===== src/rtl/tmr_pkg.sv =====
package tmr_pkg;
  localparam int unsigned REG_W = 32;
  localparam int unsigned STS_W = 6;
  localparam logic [REG_W-1:0] CTL_KEEP = 32'hFFC0_0000;

  typedef enum logic [1:0] {
    SEL_CTL  = 2'd0,
    SEL_STS  = 2'd1,
    SEL_IVL  = 2'd2,
    SEL_NONE = 2'd3
  } reg_sel_e;

  // control register bit positions
  localparam int unsigned C_WSEL_HI = 31;
  localparam int unsigned C_WSEL_LO = 30;
  localparam int unsigned C_RTYP_HI = 29;
  localparam int unsigned C_RTYP_LO = 28;
  localparam int unsigned C_WIE     = 27;
  localparam int unsigned C_PIE     = 26;
  localparam int unsigned C_FSEL_HI = 25;
  localparam int unsigned C_FSEL_LO = 24;
  localparam int unsigned C_FIE     = 23;
  localparam int unsigned C_ARE     = 22;

  // status register held as bits 31:26 -> index 5:0
  localparam int unsigned S_ENW  = 5;
  localparam int unsigned S_WIS  = 4;
  localparam int unsigned S_RC_HI = 3;
  localparam int unsigned S_RC_LO = 2;
  localparam int unsigned S_PIS  = 1;
  localparam int unsigned S_FIS  = 0;
endpackage


===== src/rtl/tmr_edge_sel.sv =====
module tmr_edge_sel #(
  parameter int unsigned TB_W  = 32,
  parameter int unsigned BASE  = 9,
  parameter int unsigned STEP  = 4,
  parameter int unsigned NSEL  = 4,
  localparam int unsigned SEL_W = $clog2(NSEL)
) (
  input  logic [TB_W-1:0]  tb_now,
  input  logic [TB_W-1:0]  tb_prev,
  input  logic [SEL_W-1:0] sel,
  output logic             hit
);
  logic [NSEL-1:0] rise;

  for (genvar g = 0; g < NSEL; g++) begin : g_tap
    localparam int unsigned POS = BASE + STEP * g;
    assign rise[g] = tb_now[POS] & ~tb_prev[POS];
  end

  assign hit = rise[sel];
endmodule


===== src/rtl/tmr_pit.sv =====
module tmr_pit #(
  parameter int unsigned W = 32
) (
  input  logic         clk,
  input  logic         rst_n,
  input  logic         tick,
  input  logic         ld,
  input  logic [W-1:0] ld_val,
  input  logic         ctl_wr,
  input  logic         ie,
  input  logic         are,
  output logic         expire,
  output logic [W-1:0] cnt_q,
  output logic [W-1:0] rld_q,
  output logic         run_q
);
  localparam logic [W-1:0] ONE = {{(W-1){1'b0}}, 1'b1};

  logic rld_ok;
  assign rld_ok = rld_q > ONE;
  assign expire = run_q && tick && (cnt_q == ONE);

  always_ff @(posedge clk or negedge rst_n) begin
    if (!rst_n) begin
      cnt_q <= '0;
      rld_q <= '0;
      run_q <= 1'b0;
    end else if (ld) begin
      rld_q <= ld_val;
      cnt_q <= ld_val;
      run_q <= (ld_val > ONE) && ie;
    end else begin
      if (expire) begin
        if (are && ie && rld_ok) begin
          cnt_q <= rld_q;
        end else begin
          cnt_q <= '0;
          run_q <= 1'b0;
        end
      end else if (run_q && tick) begin
        cnt_q <= cnt_q - ONE;
      end
      if (ctl_wr && (!ie || !rld_ok)) run_q <= 1'b0;
    end
  end
endmodule


===== src/rtl/tmr_wdt.sv =====
module tmr_wdt (
  input  logic       clk,
  input  logic       rst_n,
  input  logic       hit,
  input  logic       enw,
  input  logic       wis,
  input  logic [1:0] rtype,
  output logic       set_enw,
  output logic       set_wis,
  output logic       fire,
  output logic [1:0] rst_req
);
  assign set_enw = hit & ~enw;
  assign set_wis = hit & enw & ~wis;
  assign fire    = hit & enw & wis;

  always_ff @(posedge clk or negedge rst_n) begin
    if (!rst_n) rst_req <= 2'd0;
    else        rst_req <= fire ? rtype : 2'd0;
  end
endmodule


===== src/rtl/tmr_unit.sv =====
module tmr_unit
  import tmr_pkg::*;
#(
  parameter int unsigned TB_W     = 32,
  parameter int unsigned FIT_BASE = 9,
  parameter int unsigned WDT_BASE = 17,
  parameter int unsigned PER_STEP = 4
) (
  input  logic             clk,
  input  logic             rst_n,
  input  logic [TB_W-1:0]  tb_cnt,
  input  logic             wr_en,
  input  logic [1:0]       wr_sel,
  input  logic [REG_W-1:0] wr_data,
  input  logic [1:0]       rd_sel,
  output logic [REG_W-1:0] rd_data,
  output logic             irq_pit,
  output logic             irq_fit,
  output logic             irq_wdt,
  output logic [1:0]       rst_req
);
  localparam int unsigned NPER = 4;

  logic [TB_W-1:0]  tb_prev;
  logic [REG_W-1:0] tcr_q, tcr_d;
  logic [STS_W-1:0] tsr_q, tsr_d, tsr_clr, tsr_set;
  logic             tcr_wr, tsr_wr, ivl_wr, tick;
  logic             fit_hit, wdt_hit, pit_exp;
  logic             set_enw, set_wis, wdt_fire;
  logic [REG_W-1:0] pit_cnt, pit_rld;
  logic             pit_run;

  assign tcr_wr = wr_en && (reg_sel_e'(wr_sel) == SEL_CTL);
  assign tsr_wr = wr_en && (reg_sel_e'(wr_sel) == SEL_STS);
  assign ivl_wr = wr_en && (reg_sel_e'(wr_sel) == SEL_IVL);
  assign tick   = tb_cnt != tb_prev;
  assign tcr_d  = tcr_wr ? (wr_data & CTL_KEEP) : tcr_q;

  tmr_edge_sel #(.TB_W(TB_W), .BASE(FIT_BASE), .STEP(PER_STEP), .NSEL(NPER)) u_fit_edge (
    .tb_now (tb_cnt),
    .tb_prev(tb_prev),
    .sel    (tcr_q[C_FSEL_HI:C_FSEL_LO]),
    .hit    (fit_hit)
  );

  tmr_edge_sel #(.TB_W(TB_W), .BASE(WDT_BASE), .STEP(PER_STEP), .NSEL(NPER)) u_wdt_edge (
    .tb_now (tb_cnt),
    .tb_prev(tb_prev),
    .sel    (tcr_q[C_WSEL_HI:C_WSEL_LO]),
    .hit    (wdt_hit)
  );

  tmr_pit #(.W(REG_W)) u_pit (
    .clk   (clk),
    .rst_n (rst_n),
    .tick  (tick),
    .ld    (ivl_wr),
    .ld_val(wr_data),
    .ctl_wr(tcr_wr),
    .ie    (tcr_d[C_PIE]),
    .are   (tcr_d[C_ARE]),
    .expire(pit_exp),
    .cnt_q (pit_cnt),
    .rld_q (pit_rld),
    .run_q (pit_run)
  );

  tmr_wdt u_wdt (
    .clk    (clk),
    .rst_n  (rst_n),
    .hit    (wdt_hit),
    .enw    (tsr_q[S_ENW]),
    .wis    (tsr_q[S_WIS]),
    .rtype  (tcr_q[C_RTYP_HI:C_RTYP_LO]),
    .set_enw(set_enw),
    .set_wis(set_wis),
    .fire   (wdt_fire),
    .rst_req(rst_req)
  );

  always_comb begin
    tsr_clr = tsr_wr ? wr_data[REG_W-1 -: STS_W] : '0;
    tsr_set = '0;
    tsr_set[S_ENW] = set_enw;
    tsr_set[S_WIS] = set_wis;
    tsr_set[S_PIS] = pit_exp;
    tsr_set[S_FIS] = fit_hit;
    tsr_d = (tsr_q & ~tsr_clr) | tsr_set;
    if (wdt_fire) tsr_d[S_RC_HI:S_RC_LO] = tcr_q[C_RTYP_HI:C_RTYP_LO];
  end

  always_ff @(posedge clk or negedge rst_n) begin
    if (!rst_n) begin
      tb_prev <= '0;
      tcr_q   <= '0;
      tsr_q   <= '0;
    end else begin
      tb_prev <= tb_cnt;
      tcr_q   <= tcr_d;
      tsr_q   <= tsr_d;
    end
  end

  always_comb begin
    unique case (reg_sel_e'(rd_sel))
      SEL_CTL: rd_data = tcr_q;
      SEL_STS: rd_data = {tsr_q, {(REG_W-STS_W){1'b0}}};
      SEL_IVL: rd_data = pit_cnt;
      default: rd_data = '0;
    endcase
  end

  assign irq_pit = tsr_q[S_PIS] & tcr_q[C_PIE];
  assign irq_fit = tsr_q[S_FIS] & tcr_q[C_FIE];
  assign irq_wdt = tsr_q[S_WIS] & tcr_q[C_WIE];
endmodule


===== config.mk =====
export PLATFORM = sky130hd
export DESIGN_NAME = tmr_unit
export DESIGN_NICKNAME = d
export VERILOG_FILES = /design/src/rtl/tmr_pkg.sv /design/src/rtl/tmr_edge_sel.sv /design/src/rtl/tmr_pit.sv /design/src/rtl/tmr_wdt.sv /design/src/rtl/tmr_unit.sv
export SDC_FILE = /design/constraint.sdc
export NUM_CORES = 1
export LEC_CHECK = 0
export CAP_MARGIN = 20
export CORE_ASPECT_RATIO = 0.7
export CORE_MARGIN = 3
export CORE_UTILIZATION = 55
export CTS_BUF_LIST = sky130_fd_sc_hd__clkbuf_8
export CTS_CLUSTER_DIAMETER = 150
export DETAILED_ROUTE_END_ITERATION = 8
export GPL_TIMING_DRIVEN = 0
export PLACE_DENSITY = 0.88
export SKIP_LAST_GASP = 1
export SLEW_MARGIN = 20
export SYNTH_ARGS = -nofsm -noshare
export SYNTH_HDL_FRONTEND = slang
export SYNTH_SLANG_ARGS = --single-unit

===== constraint.sdc =====
create_clock -name clk -period 3.4 [get_ports clk]
set_input_delay 1.02 -clock clk [delete_from_list [all_inputs] [get_ports clk]]
set_output_delay 1.02 -clock clk [all_outputs]
set_load 0.1 [all_outputs]

==> results.yml <==
floorplanning:
  rows: 31
  die_height_um: 93.92
  die_area_um2: 12360
  io_pins: 108
  start_util_pct: 57.57
  die-width_um: 131.6
  core_area_um2: 10550
synthesis:
  synth_top_area_share_pct: 47.38
  synth.distinct_cells: 45
  synth_area_um2: 6073
  synth_top_cell_by_area: "dfrtp_1"
  syn_inst: 631
  syn_nets: 710
  synthFlopType: "dfrtp_1"
  post_synth.cell_area_avg_um2: 9.625
  synth-edff-count: 0
  ys_top_cells_by_area: "dfrtp_1 (47%), nand2_1 (7.9%), xnor2_1 (6.2%), mux2_2 (5.9%), and2_1 (3.1%)"
  synth-seq-area-share_pct: 47.38
  yosys_warnings: 0
  ys_ff_latch: 115
  async_flop_share_pct: 100.0
critical_path:
  critPathCaptureType: "flip-flop"
  crit_type: "input port to flip-flop"
  worstPathArrival_ps: 3690
  worst_ep_required_time_ps: 3750
  cp_max_fo: 10
  worstSetupStartpointType: "input port"
sta:
  setup_slack_ps: 57.84
  finalHoldViolCount: 0
  period_minus_slack_ps: 3342
  worst_pin_slew_ps: 989.3
  finalClockSkew_ps: 12.11
  slew_violations: 0
  tns_ps: 0
  setup_viol: 0
  finalCritPeriodShare_pct: 98.30
  max_slew_margin_pct: 33.84
  worst_hold_slack_ps: 469.7
  rsz0062_at_grt: "false"
  clock.fmax_ghz: 0.2992
final_layout:
  final_nets: 838
  diodes: 0
  most-common-layout-cells: "nand2_1 (127), dfrtp_1 (115), clkdlybuf4s50_1 (68)"
  layout-drive-gt1-share_pct: 19.17
  layout.cells.most_common: "nand2_1"
  design_area_um2: 8129
  fin_util_pct: 77.05
  final_cells: 920
  area_growth_pct: 33.85
placement:
  port_buffers: 107
  dpl-instance-area_um2: 7463
  post-place-ws_ps: -1335
  finalWeightedCongestion: 0.9741
  hpwlAfterDp_um: 13360
  placed_cells_incl_taps: 887
power:
  power.leakage_nw: 3.469
  finalPower_mw: 5.640
  powerDensity_nw_per_um2: 693.8
  vdd_drop_max_mv: 0.5018
global_route:
  track_usage_pct: 31.62
  grt_max_degree: 82
  overflow: 0
  grt_pass1_wl_um: 30470
  antenna_found_initial: 0
  grt_pass1_vias: 5769
flow_run:
  cap_viol_max_count: 0
drt:
  drc: 0
  dr.pass1.iters: 6
  dr.first_iter.drc_count: 810
  vias_per_cell: 6.303
  wl_per_cell_um: 20.78
  vias: 5799
  drt-total-wl_um: 19120
  drtAntennaViolNets: 0
clock_tree:
  numCtsBuffers: 17
  ctsHtreeMaxLevel: 4
  cts_buffer_depth: 2
  clkSlewWorstSetupHoldPaths_ps: 70
  root_buffer: "clkbuf_8"
  tritoncts: "built"
  clkLatencyLatePin_ps: 430
  numClockSinks: 115
min_path:
  hold_class: "input port to asynchronous set/reset pin"
status:
  status: "finished, final reports clean"
[state kept, by name, summed over array words and instances (netlist names)]
register and count:
tb_prev 32, u_pit.cnt_q 32, u_pit.rld_q 32, tcr_q 10, tsr_q 6, u_wdt.rst_req 2, u_pit.run_q 1
[report_power, final]
part           switching (mW)  internal [mW]  total [mW]
Clock                   0.599          0.888        1.49
Combinational            1.29          0.814        2.11
Sequential              0.387           1.66        2.05
[layout make-up]
cell class	count	area (um2)
buffer	32	192.7
clock buffer	18	247.7
clock inverter	14	211.5
fill	692	2421
inverter	9	33.78
multi-input combinational	473	3179
sequential	115	2878
tap	148	185.2
timing repair buffer	111	1201
[cells by family after synthesis]
| family | after synthesis | share of synthesized area (%) |
|---|---|---|
| DFF | 115 | 47.38 |
| and+or+nand+nor | 291 | 23.09 |
| buffers and inverters | 43 | 2.905 |
| AOI/OAI and AO/OA | 78 | 9.147 |
| muxes | 44 | 8.323 |
| adders and majority gates | 8 | 1.648 |
| xor gates and xnor gates | 52 | 7.499 |
[layer usage]
metal / vias up / wire length (um) / global-route usage [%]
met3: 71 / 2212 / 8.244
met2: 420 / 8524 / 47.73
met4: 0 / 537 / 11.45
li1: 2490 / - / -
met5: - / 0 / 0
met1: 2818 / 7845 / 44.47
[timing repair]
action | CTS | global route
pin swaps | 2 | 4
gates cloned | 0 | 0
hold buffers | 0 | 0
endpoints found under the setup margin | 65 | 43
setup buffers | 2 | 1
gates resized for setup | 252 | 24
[synthesized netlist by cell type, drive strengths merged, types with 13 or more instances]
cell type	instances
o211ai	25
nor2	24
mux2	32
a21oi	13
nand4	14
xnor2	43
dfrtp	115
nand3	30
clkbuf	29
nand2	128
nor4	27
and2	30
nor3	16
[final timing paths]
check	endpoint	slack, ps	from	cells past startpoint
max	u_pit.cnt_q[25]$_DFFE_PN0P_	60	tb_cnt[17]	10
min	tb_prev[18]$_DFF_PN0_	470	rst_n	1
max reg2reg	u_pit.cnt_q[25]$_DFFE_PN0P_	80	u_pit.cnt_q[11]$_DFFE_PN0P_	8
min reg2reg	tsr_q[1]$_DFF_PN0_	510	tsr_q[1]$_DFF_PN0_	1
max in group asynchronous	u_pit.rld_q[4]$_DFFE_PN0P_	2200	rst_n	2
min in group clk	tsr_q[1]$_DFF_PN0_	510	tsr_q[1]$_DFF_PN0_	1
[critical path: stages]
cell and delay [ps]:
clkdlybuf4s50_1 440, ha_1 290, nand2_1 60, or4_4 550, nor4_4 360, buf_4 190, a211oi_4 80, buf_6 210
mux2_2 290, o211ai_1 190
(Power assumes the default switching activity.)
